**config.mk**
```make
export PLATFORM = sky130hd
export DESIGN_NAME = tbl_access_unit
export DESIGN_NICKNAME = d
export VERILOG_FILES = /design/src/rtl/tau_pkg.sv /design/src/rtl/tau_page_reg.sv /design/src/rtl/tau_addr_gen.sv /design/src/rtl/tau_read_fmt.sv /design/src/rtl/tau_write_latch.sv /design/src/rtl/tbl_access_unit.sv
export SDC_FILE = /design/constraint.sdc
export NUM_CORES = 1
export LEC_CHECK = 0
export BUFFER_PORTS_ARGS = -buffer_cell sky130_fd_sc_hd__buf_4
export CORE_ASPECT_RATIO = 1.25
export CORE_UTILIZATION = 30
export DETAILED_ROUTE_END_ITERATION = 6
export PLACE_DENSITY = 0.67
export SKIP_CTS_REPAIR_TIMING = 1
export SLEW_MARGIN = 15
export SYNTH_ARGS = -nofsm -noshare
export SYNTH_HDL_FRONTEND = slang
export SYNTH_SLANG_ARGS = --single-unit
```
**constraint.sdc**
```tcl
create_clock -name clk -period 1.7 [get_ports clk]
set_input_delay 0.425 -clock clk [delete_from_list [all_inputs] [get_ports clk]]
set_output_delay 0.425 -clock clk [all_outputs]
set_load 0.01 [all_outputs]
```
**src/rtl/tau_pkg.sv**
```systemverilog
`timescale 1ns/1ps
package tau_pkg;

   typedef enum logic [1:0] {
      TBL_RD_LO = 2'b00,
      TBL_RD_HI = 2'b01,
      TBL_WR_LO = 2'b10,
      TBL_WR_HI = 2'b11
   } tbl_op_e;

   function automatic logic op_is_write(input tbl_op_e op);
      return op[1];
   endfunction

   function automatic logic op_is_high(input tbl_op_e op);
      return op[0];
   endfunction

endpackage

```
**src/rtl/tau_page_reg.sv**
```systemverilog
`timescale 1ns/1ps
module tau_page_reg #(
   parameter int unsigned PAGE_W = 8
) (
   input  logic              clk,
   input  logic              rst_n,
   input  logic              wr_en,
   input  logic [PAGE_W-1:0] wr_data,
   output logic [PAGE_W-1:0] page_q
);

   always_ff @(posedge clk or negedge rst_n) begin
      if (!rst_n)
         page_q <= '0;
      else if (wr_en)
         page_q <= wr_data;
   end


   page_hold_chk: assert property (@(posedge clk) disable iff (!rst_n)
      !wr_en |=> $stable(page_q));

endmodule

```
**src/rtl/tau_addr_gen.sv**
```systemverilog
`timescale 1ns/1ps
module tau_addr_gen #(
   parameter int unsigned PAGE_W     = 8,
   parameter int unsigned PTR_W      = 16,
   parameter int unsigned USER_WORDS = 32'h2000,
   parameter int unsigned CFG_WORDS  = 32'h10
) (
   input  logic [PAGE_W-1:0]       page,
   input  logic [PTR_W-1:0]        ptr,
   output logic [PAGE_W+PTR_W-2:0] word_addr,
   output logic                    byte_sel,
   output logic                    implemented
);

   localparam int unsigned WA_W    = PAGE_W + PTR_W - 1;
   localparam int unsigned SPACE_W = WA_W - 1;
   localparam int unsigned SPACE_N = 32'd1 << SPACE_W;

   logic [SPACE_W-1:0] offset;
   logic               cfg_space;
   logic               user_ok;
   logic               cfg_ok;

   assign word_addr = {page, ptr[PTR_W-1:1]};
   assign byte_sel  = ptr[0];
   assign cfg_space = word_addr[WA_W-1];
   assign offset    = word_addr[SPACE_W-1:0];

   generate
      if (USER_WORDS >= SPACE_N) begin : g_user_full
         assign user_ok = 1'b1;
      end else begin : g_user_part
         assign user_ok = (32'(offset) < USER_WORDS);
      end
      if (CFG_WORDS >= SPACE_N) begin : g_cfg_full
         assign cfg_ok = 1'b1;
      end else begin : g_cfg_part
         assign cfg_ok = (32'(offset) < CFG_WORDS);
      end
   endgenerate

   assign implemented = cfg_space ? cfg_ok : user_ok;

endmodule

```
**src/rtl/tau_read_fmt.sv**
```systemverilog
`timescale 1ns/1ps
module tau_read_fmt #(
   parameter int unsigned WORD_W = 24,
   parameter int unsigned LANE_W = 16
) (
   input  logic              clk,
   input  logic              rst_n,
   input  logic              issue,
   input  logic              hi,
   input  logic              byte_mode,
   input  logic              byte_sel,
   input  logic              implemented,
   input  logic [WORD_W-1:0] pm_data,
   output logic              rd_valid,
   output logic [LANE_W-1:0] rd_data
);

   localparam int unsigned HI_W   = WORD_W - LANE_W;
   localparam int unsigned BYTE_W = 8;

   logic [LANE_W-1:0] lane;
   logic [LANE_W-1:0] picked;

   assign lane = hi ? LANE_W'(pm_data[WORD_W-1:LANE_W]) : pm_data[LANE_W-1:0];

   always_comb begin
      if (!implemented)
         picked = '0;
      else if (!byte_mode)
         picked = lane;
      else if (byte_sel)
         picked = LANE_W'(lane[LANE_W-1:BYTE_W]);
      else
         picked = LANE_W'(lane[BYTE_W-1:0]);
   end

   always_ff @(posedge clk or negedge rst_n) begin
      if (!rst_n) begin
         rd_valid <= 1'b0;
         rd_data  <= '0;
      end else begin
         rd_valid <= issue;
         if (issue)
            rd_data <= picked;
      end
   end


   rdv_rise_chk: assert property (@(posedge clk) disable iff (!rst_n)
      issue |=> rd_valid);

   rdv_idle_chk: assert property (@(posedge clk) disable iff (!rst_n)
      !issue |=> !rd_valid);

   phantom_rd_chk: assert property (@(posedge clk) disable iff (!rst_n)
      (rd_valid && $past(hi)) |-> (rd_data[LANE_W-1:HI_W] == '0));

   unimpl_zero_chk: assert property (@(posedge clk) disable iff (!rst_n)
      (rd_valid && !$past(implemented)) |-> (rd_data == '0));

endmodule

```
**src/rtl/tau_write_latch.sv**
```systemverilog
`timescale 1ns/1ps
module tau_write_latch #(
   parameter int unsigned WORD_W = 24,
   parameter int unsigned LANE_W = 16,
   parameter int unsigned WA_W   = 23
) (
   input  logic              clk,
   input  logic              rst_n,
   input  logic              we,
   input  logic              hi,
   input  logic              byte_mode,
   input  logic              byte_sel,
   input  logic [LANE_W-1:0] wdata,
   input  logic [WA_W-1:0]   word_addr,
   output logic [WORD_W-1:0] latch_q,
   output logic [WA_W-1:0]   latch_addr
);

   localparam int unsigned HI_W   = WORD_W - LANE_W;
   localparam int unsigned BYTE_W = 8;

   always_ff @(posedge clk or negedge rst_n) begin
      if (!rst_n) begin
         latch_q    <= '0;
         latch_addr <= '0;
      end else if (we) begin
         latch_addr <= word_addr;
         if (!hi) begin
            if (!byte_mode)
               latch_q[LANE_W-1:0] <= wdata;
            else if (byte_sel)
               latch_q[LANE_W-1:BYTE_W] <= wdata[BYTE_W-1:0];
            else
               latch_q[BYTE_W-1:0] <= wdata[BYTE_W-1:0];
         end else if (!byte_mode || !byte_sel) begin
            latch_q[WORD_W-1:LANE_W] <= wdata[HI_W-1:0];
         end
      end
   end


   phantom_wr_chk: assert property (@(posedge clk) disable iff (!rst_n)
      (we && hi && byte_mode && byte_sel) |=> $stable(latch_q));

   lo_keeps_hi_chk: assert property (@(posedge clk) disable iff (!rst_n)
      (we && !hi) |=> $stable(latch_q[WORD_W-1:LANE_W]));

   hi_keeps_lo_chk: assert property (@(posedge clk) disable iff (!rst_n)
      (we && hi) |=> $stable(latch_q[LANE_W-1:0]));

   addr_hold_chk: assert property (@(posedge clk) disable iff (!rst_n)
      !we |=> $stable(latch_addr));

endmodule

```
**src/rtl/tbl_access_unit.sv**
```systemverilog
`timescale 1ns/1ps
module tbl_access_unit #(
   parameter int unsigned PAGE_W     = 8,
   parameter int unsigned PTR_W      = 16,
   parameter int unsigned WORD_W     = 24,
   parameter int unsigned USER_WORDS = 32'h2000,
   parameter int unsigned CFG_WORDS  = 32'h10
) (
   input  logic                     clk,
   input  logic                     rst_n,
   input  logic                     page_wr_en,
   input  logic [15:0]              page_wr_data,
   output logic [15:0]              page_rd_data,
   input  logic                     op_valid,
   input  logic [1:0]               op_code,
   input  logic                     op_byte,
   input  logic [PTR_W-1:0]         op_ptr,
   input  logic [15:0]              op_wdata,
   output logic                     pm_rd_en,
   output logic [PAGE_W+PTR_W-2:0]  pm_rd_addr,
   input  logic [WORD_W-1:0]        pm_rd_data,
   output logic                     rd_valid,
   output logic [15:0]              rd_data,
   output logic [WORD_W-1:0]        latch_q,
   output logic [PAGE_W+PTR_W-2:0]  latch_addr
);
   import tau_pkg::*;

   localparam int unsigned LANE_W = 16;
   localparam int unsigned HI_W   = WORD_W - LANE_W;
   localparam int unsigned WA_W   = PAGE_W + PTR_W - 1;

   generate
      if (PTR_W != LANE_W) begin : g_bad_ptr
         $error("tbl_access_unit: PTR_W must equal the 16-bit data width");
      end
      if (HI_W < 1 || HI_W > 8) begin : g_bad_word
         $error("tbl_access_unit: WORD_W must leave 1 to 8 bits above the low lane");
      end
      if (PAGE_W < 2 || PAGE_W > LANE_W) begin : g_bad_page
         $error("tbl_access_unit: PAGE_W out of range");
      end
      if (USER_WORDS == 0 || CFG_WORDS == 0) begin : g_bad_size
         $error("tbl_access_unit: space sizes must be non-zero");
      end
   endgenerate

   tbl_op_e           op;
   logic              is_wr;
   logic              is_hi;
   logic              rd_issue;
   logic              wr_issue;
   logic [PAGE_W-1:0] page_q;
   logic [WA_W-1:0]   word_addr;
   logic              byte_sel;
   logic              implemented;
   logic              unused_page_hi;

   assign op       = tbl_op_e'(op_code);
   assign is_wr    = op_is_write(op);
   assign is_hi    = op_is_high(op);
   assign rd_issue = op_valid && !is_wr;
   assign wr_issue = op_valid && is_wr;

   assign unused_page_hi = ^page_wr_data[15:PAGE_W];

   tau_page_reg #(.PAGE_W(PAGE_W)) u_page (
      .clk     (clk),
      .rst_n   (rst_n),
      .wr_en   (page_wr_en),
      .wr_data (page_wr_data[PAGE_W-1:0]),
      .page_q  (page_q)
   );

   assign page_rd_data = 16'(page_q);

   tau_addr_gen #(
      .PAGE_W     (PAGE_W),
      .PTR_W      (PTR_W),
      .USER_WORDS (USER_WORDS),
      .CFG_WORDS  (CFG_WORDS)
   ) u_addr (
      .page        (page_q),
      .ptr         (op_ptr),
      .word_addr   (word_addr),
      .byte_sel    (byte_sel),
      .implemented (implemented)
   );

   assign pm_rd_en   = rd_issue && implemented;
   assign pm_rd_addr = word_addr;

   tau_read_fmt #(.WORD_W(WORD_W), .LANE_W(LANE_W)) u_rd (
      .clk         (clk),
      .rst_n       (rst_n),
      .issue       (rd_issue),
      .hi          (is_hi),
      .byte_mode   (op_byte),
      .byte_sel    (byte_sel),
      .implemented (implemented),
      .pm_data     (pm_rd_data),
      .rd_valid    (rd_valid),
      .rd_data     (rd_data)
   );

   tau_write_latch #(.WORD_W(WORD_W), .LANE_W(LANE_W), .WA_W(WA_W)) u_wl (
      .clk        (clk),
      .rst_n      (rst_n),
      .we         (wr_issue),
      .hi         (is_hi),
      .byte_mode  (op_byte),
      .byte_sel   (byte_sel),
      .wdata      (op_wdata),
      .word_addr  (word_addr),
      .latch_q    (latch_q),
      .latch_addr (latch_addr)
   );


   pm_en_read_only_chk: assert property (@(posedge clk) disable iff (!rst_n)
      pm_rd_en |-> (op_valid && !op_code[1]));

   page_upper_zero_chk: assert property (@(posedge clk) disable iff (!rst_n)
      page_wr_en |=> (page_rd_data[15:PAGE_W] == '0));

endmodule

```
==> flow_summary.toml <==
[clock_network]
cts_made_buffers = 9
ctsHtreeMaxLevel = 3
clkSinkCount = 72
clk-insertion-delay-late_ps = 330
clkTransAtPathRegs_ps = 60
clockRootBuffer = "clkbuf_16"
cts_tree = "yes"
cts_buffer_depth = 2

[worst_setup_path]
crit_start = "u_page.page_q[3]"
r2r_slack_ps = 140
crit_buf_inv = 1
critical_path.max_fanout = 2
cp.arrival_ps = 1460
cp-start-kind = "register"
crit_type = "register to primary output"
path_cells = "nor4_4 > nand4_2 > nor2_4 > buf_6"
cpLargestDelayFamily = "simple AND/OR/NAND/NOR gates"
slowest_delay_ps = 410
end_kind = "primary output"
cp_data_required_time_ps = 1270
reg2reg_depth = 6
reg2reg_to = "u_rd.rd_data[8]"
crit_path_top_delay_cell = "dfrtp_1"
r2r-start = "u_page.page_q[3]"

[pwr]
seq_power_share = 0.393
power_density_mw_per_mm2 = 1050
combPwrFrac = 0.224
p_sw_frac = 0.257
p_leak_nw = 2.50
p_int_mw = 3.92
vdd_ir_drop_max_uv = 643
switching_power_mw = 1.35
p_clk_frac = 0.383

[layout]
layout-drive-gt1-share = 0.634
nets = 498
post-route-cell-area_sq_mm = 0.00502
antenna_cells = 0
areaGrowthSynthToFinish_pct = 55.7
final_cells = 553

[global_route]
grt_max_degree = 73
grt_overflow = 0
grt_pass1_wl_um = 13000
grt_pass1_vias = 2615
gr-usage-all-layers = 0.154
antenna_found_initial = 0

[synthesis]
synth_top_family_by_area = "multiplexers"
syn_inst = 246
synthSimpleGateAreaFrac = 0.0702
ys_ff_latch = 72
avgSynthCellArea_sq_um = 13.1
yosysSeqAreaShare = 0.559
synthAdderAreaFrac = 0
synth-xor-area-share = 0
synth_compound_area_frac = 0.0733
ys.warnings.count = 0
synth_cell_types = 27
syn_area_sq_mm = 0.00322
synth_mux_area_frac = 0.207

[sta]
worst_slack_ps = -182
rsz0062_at_grt = "true"
finalSetupTns_ps = -182
finalCritPeriodShare = 1.11
fmax_mhz = 531
setup_viol = 1
clock-skew-final_ps = 4.27
finalMaxSlewViolations = 0
whs_ps = 99.8
finalCriticalPeriod_ps = 1880
final_hold_viol_count = 0

[drt]
vias = 2531
wl_um = 8120
ant_nets = 0
first_iter_violations = 38
viasPerCell = 4.58
drtPass1Iterations = 4
drc = 0
wl_per_cell_um = 14.7

[die]
ioPinCount = 183
rows = 41
dieWidth_um = 94.7
die_area_sq_mm = 0.0112
fp.coreArea_sq_mm = 0.0103
die_h_um = 118
start_util = 0.314

[placement]
gp_congestion = 0.717
placed_cells = 535
place_area_sq_mm = 0.00465
preCtsSetupSlack_ps = -142
portBuffers = 166
post-dp-hpwl_um = 6200

[outcome]
status = "complete, but fails checks"
violations = "negative setup slack"

[run]
maxCapViolCount = 0

[hold_path]
holdCritPathClass = "primary input to async pin"
## cells in the mapped netlist, drive strengths merged
master	n	area share
nand4	2	0.0078
nor3b	1	0.0058
clkbuf	3	0.0035
nand2b	1	0.0019
buf	38	0.084
conb	1	0.0012
nand3	8	0.012
a21oi	8	0.012
nor4	3	0.012
nand2	4	0.0062
nor2b	1	0.0019
a31oi	1	0.0019
inv	2	0.0023
a22o	16	0.043
nor3	3	0.0082
o21ai	10	0.016
dfrtp	72	0.56
nor2	11	0.014
mux2	45	0.16
mux2i	16	0.050
## layout by cell type, fill, tap and decap left out
cell        netlist  layout
buf_4            32     190
dfrtp_1          72      72
mux2_2           45      45
mux2i_1          16      16
a22o_1           16      16
nor2_1           10      10
o21ai_0          10      10
clkbuf_16         0       9
a21oi_1           8       8
nand3_1           8       8
conb_1            1       8
buf_12            0       5
nor4_4            1       2
nand4_2           2       2
nand2_2           2       2
nand2_1           2       2
clkinvlp_4        0       2
bufinv_16         0       2
nand2b_1          1       1
inv_2             1       1
nor4_2            1       1
nor3_1            2       1
inv_1             1       1
a31oi_2           0       1
nor3_2            0       1
nor2_4            0       1
nor2b_1           1       1
nor3_4            1       1
nor3b_4           1       1
clkbuf_1          3       1
inv_6             0       1
clkinv_4          0       1
buf_6             0       1
## kinds of logic (layout without fill, tap and decap cells)
family	count (synthesis)	in the layout
other	1	8
multiplexers	61	61
flip-flops	72	72
AND/OR/NAND/NOR	34	34
AO/OA/AOI/OAI	35	35
buffers and inverters	43	214
## worst max path at each step
| stage | cells after the start | endpoint | slack (ps) |
|---|---|---|---|
| finish | 4 | pm_rd_en | -180 |
| CTS | 4 | pm_rd_en | -330 |
| global placement | 7 | u_rd.rd_data[14] | -150 |
| detailed placement | 7 | u_rd.rd_data[10] | -140 |
| global route | 4 | pm_rd_en | -270 |
| floorplan | 3 | pm_rd_en | 40 |
## registers in the layout, summed over array words and instances, names as in the netlist
name and flops:
u_page.page_q 8, u_rd.rd_data 16, u_rd.rd_valid 1, u_wl.latch_addr 23
u_wl.latch_q 24
## power by group through the flow
stage	logic (mW)	registers, mW	clock network (mW)
final	1.18	2.07	2.02
after global routing	1.28	2.10	2.17
after CTS	1.19	2.07	2.07
after detailed placement	1.19	2.10	0
after global placement	1.17	2.09	0
after floorplan	0.402	2.21	0
## cell type report
class	count	area, sq um
clock buffer	10	229
clock inverter	6	92.6
fill	948	5240
inverter	2	7.51
multi-input combinational	138	1190
sequential	72	1800
tap	129	161
timing repair buffer	196	1540
## per-layer routing
metal / wire length [um] / share of wire / vias up / GRT usage
li1: - / - / 1196 / -
met1: 3240 / 0.40 / 1226 / 0.176
met2: 4210 / 0.52 / 98 / 0.264
met3: 528 / 0.065 / 11 / 0.0439
met4: 150 / 0.018 / 0 / 0.0644
met5: 0 / 0 / - / 0
## through the flow
step | util | power (mW)
CTS | 0.485 | 5.33
detailed placement | 0.453 | 3.30
floorplan | - | 2.61
finish | 0.489 | 5.28
global placement | 0.453 | 3.26
global route | 0.489 | 5.55
No activity file was read; power rests on OpenSTA's default activity.
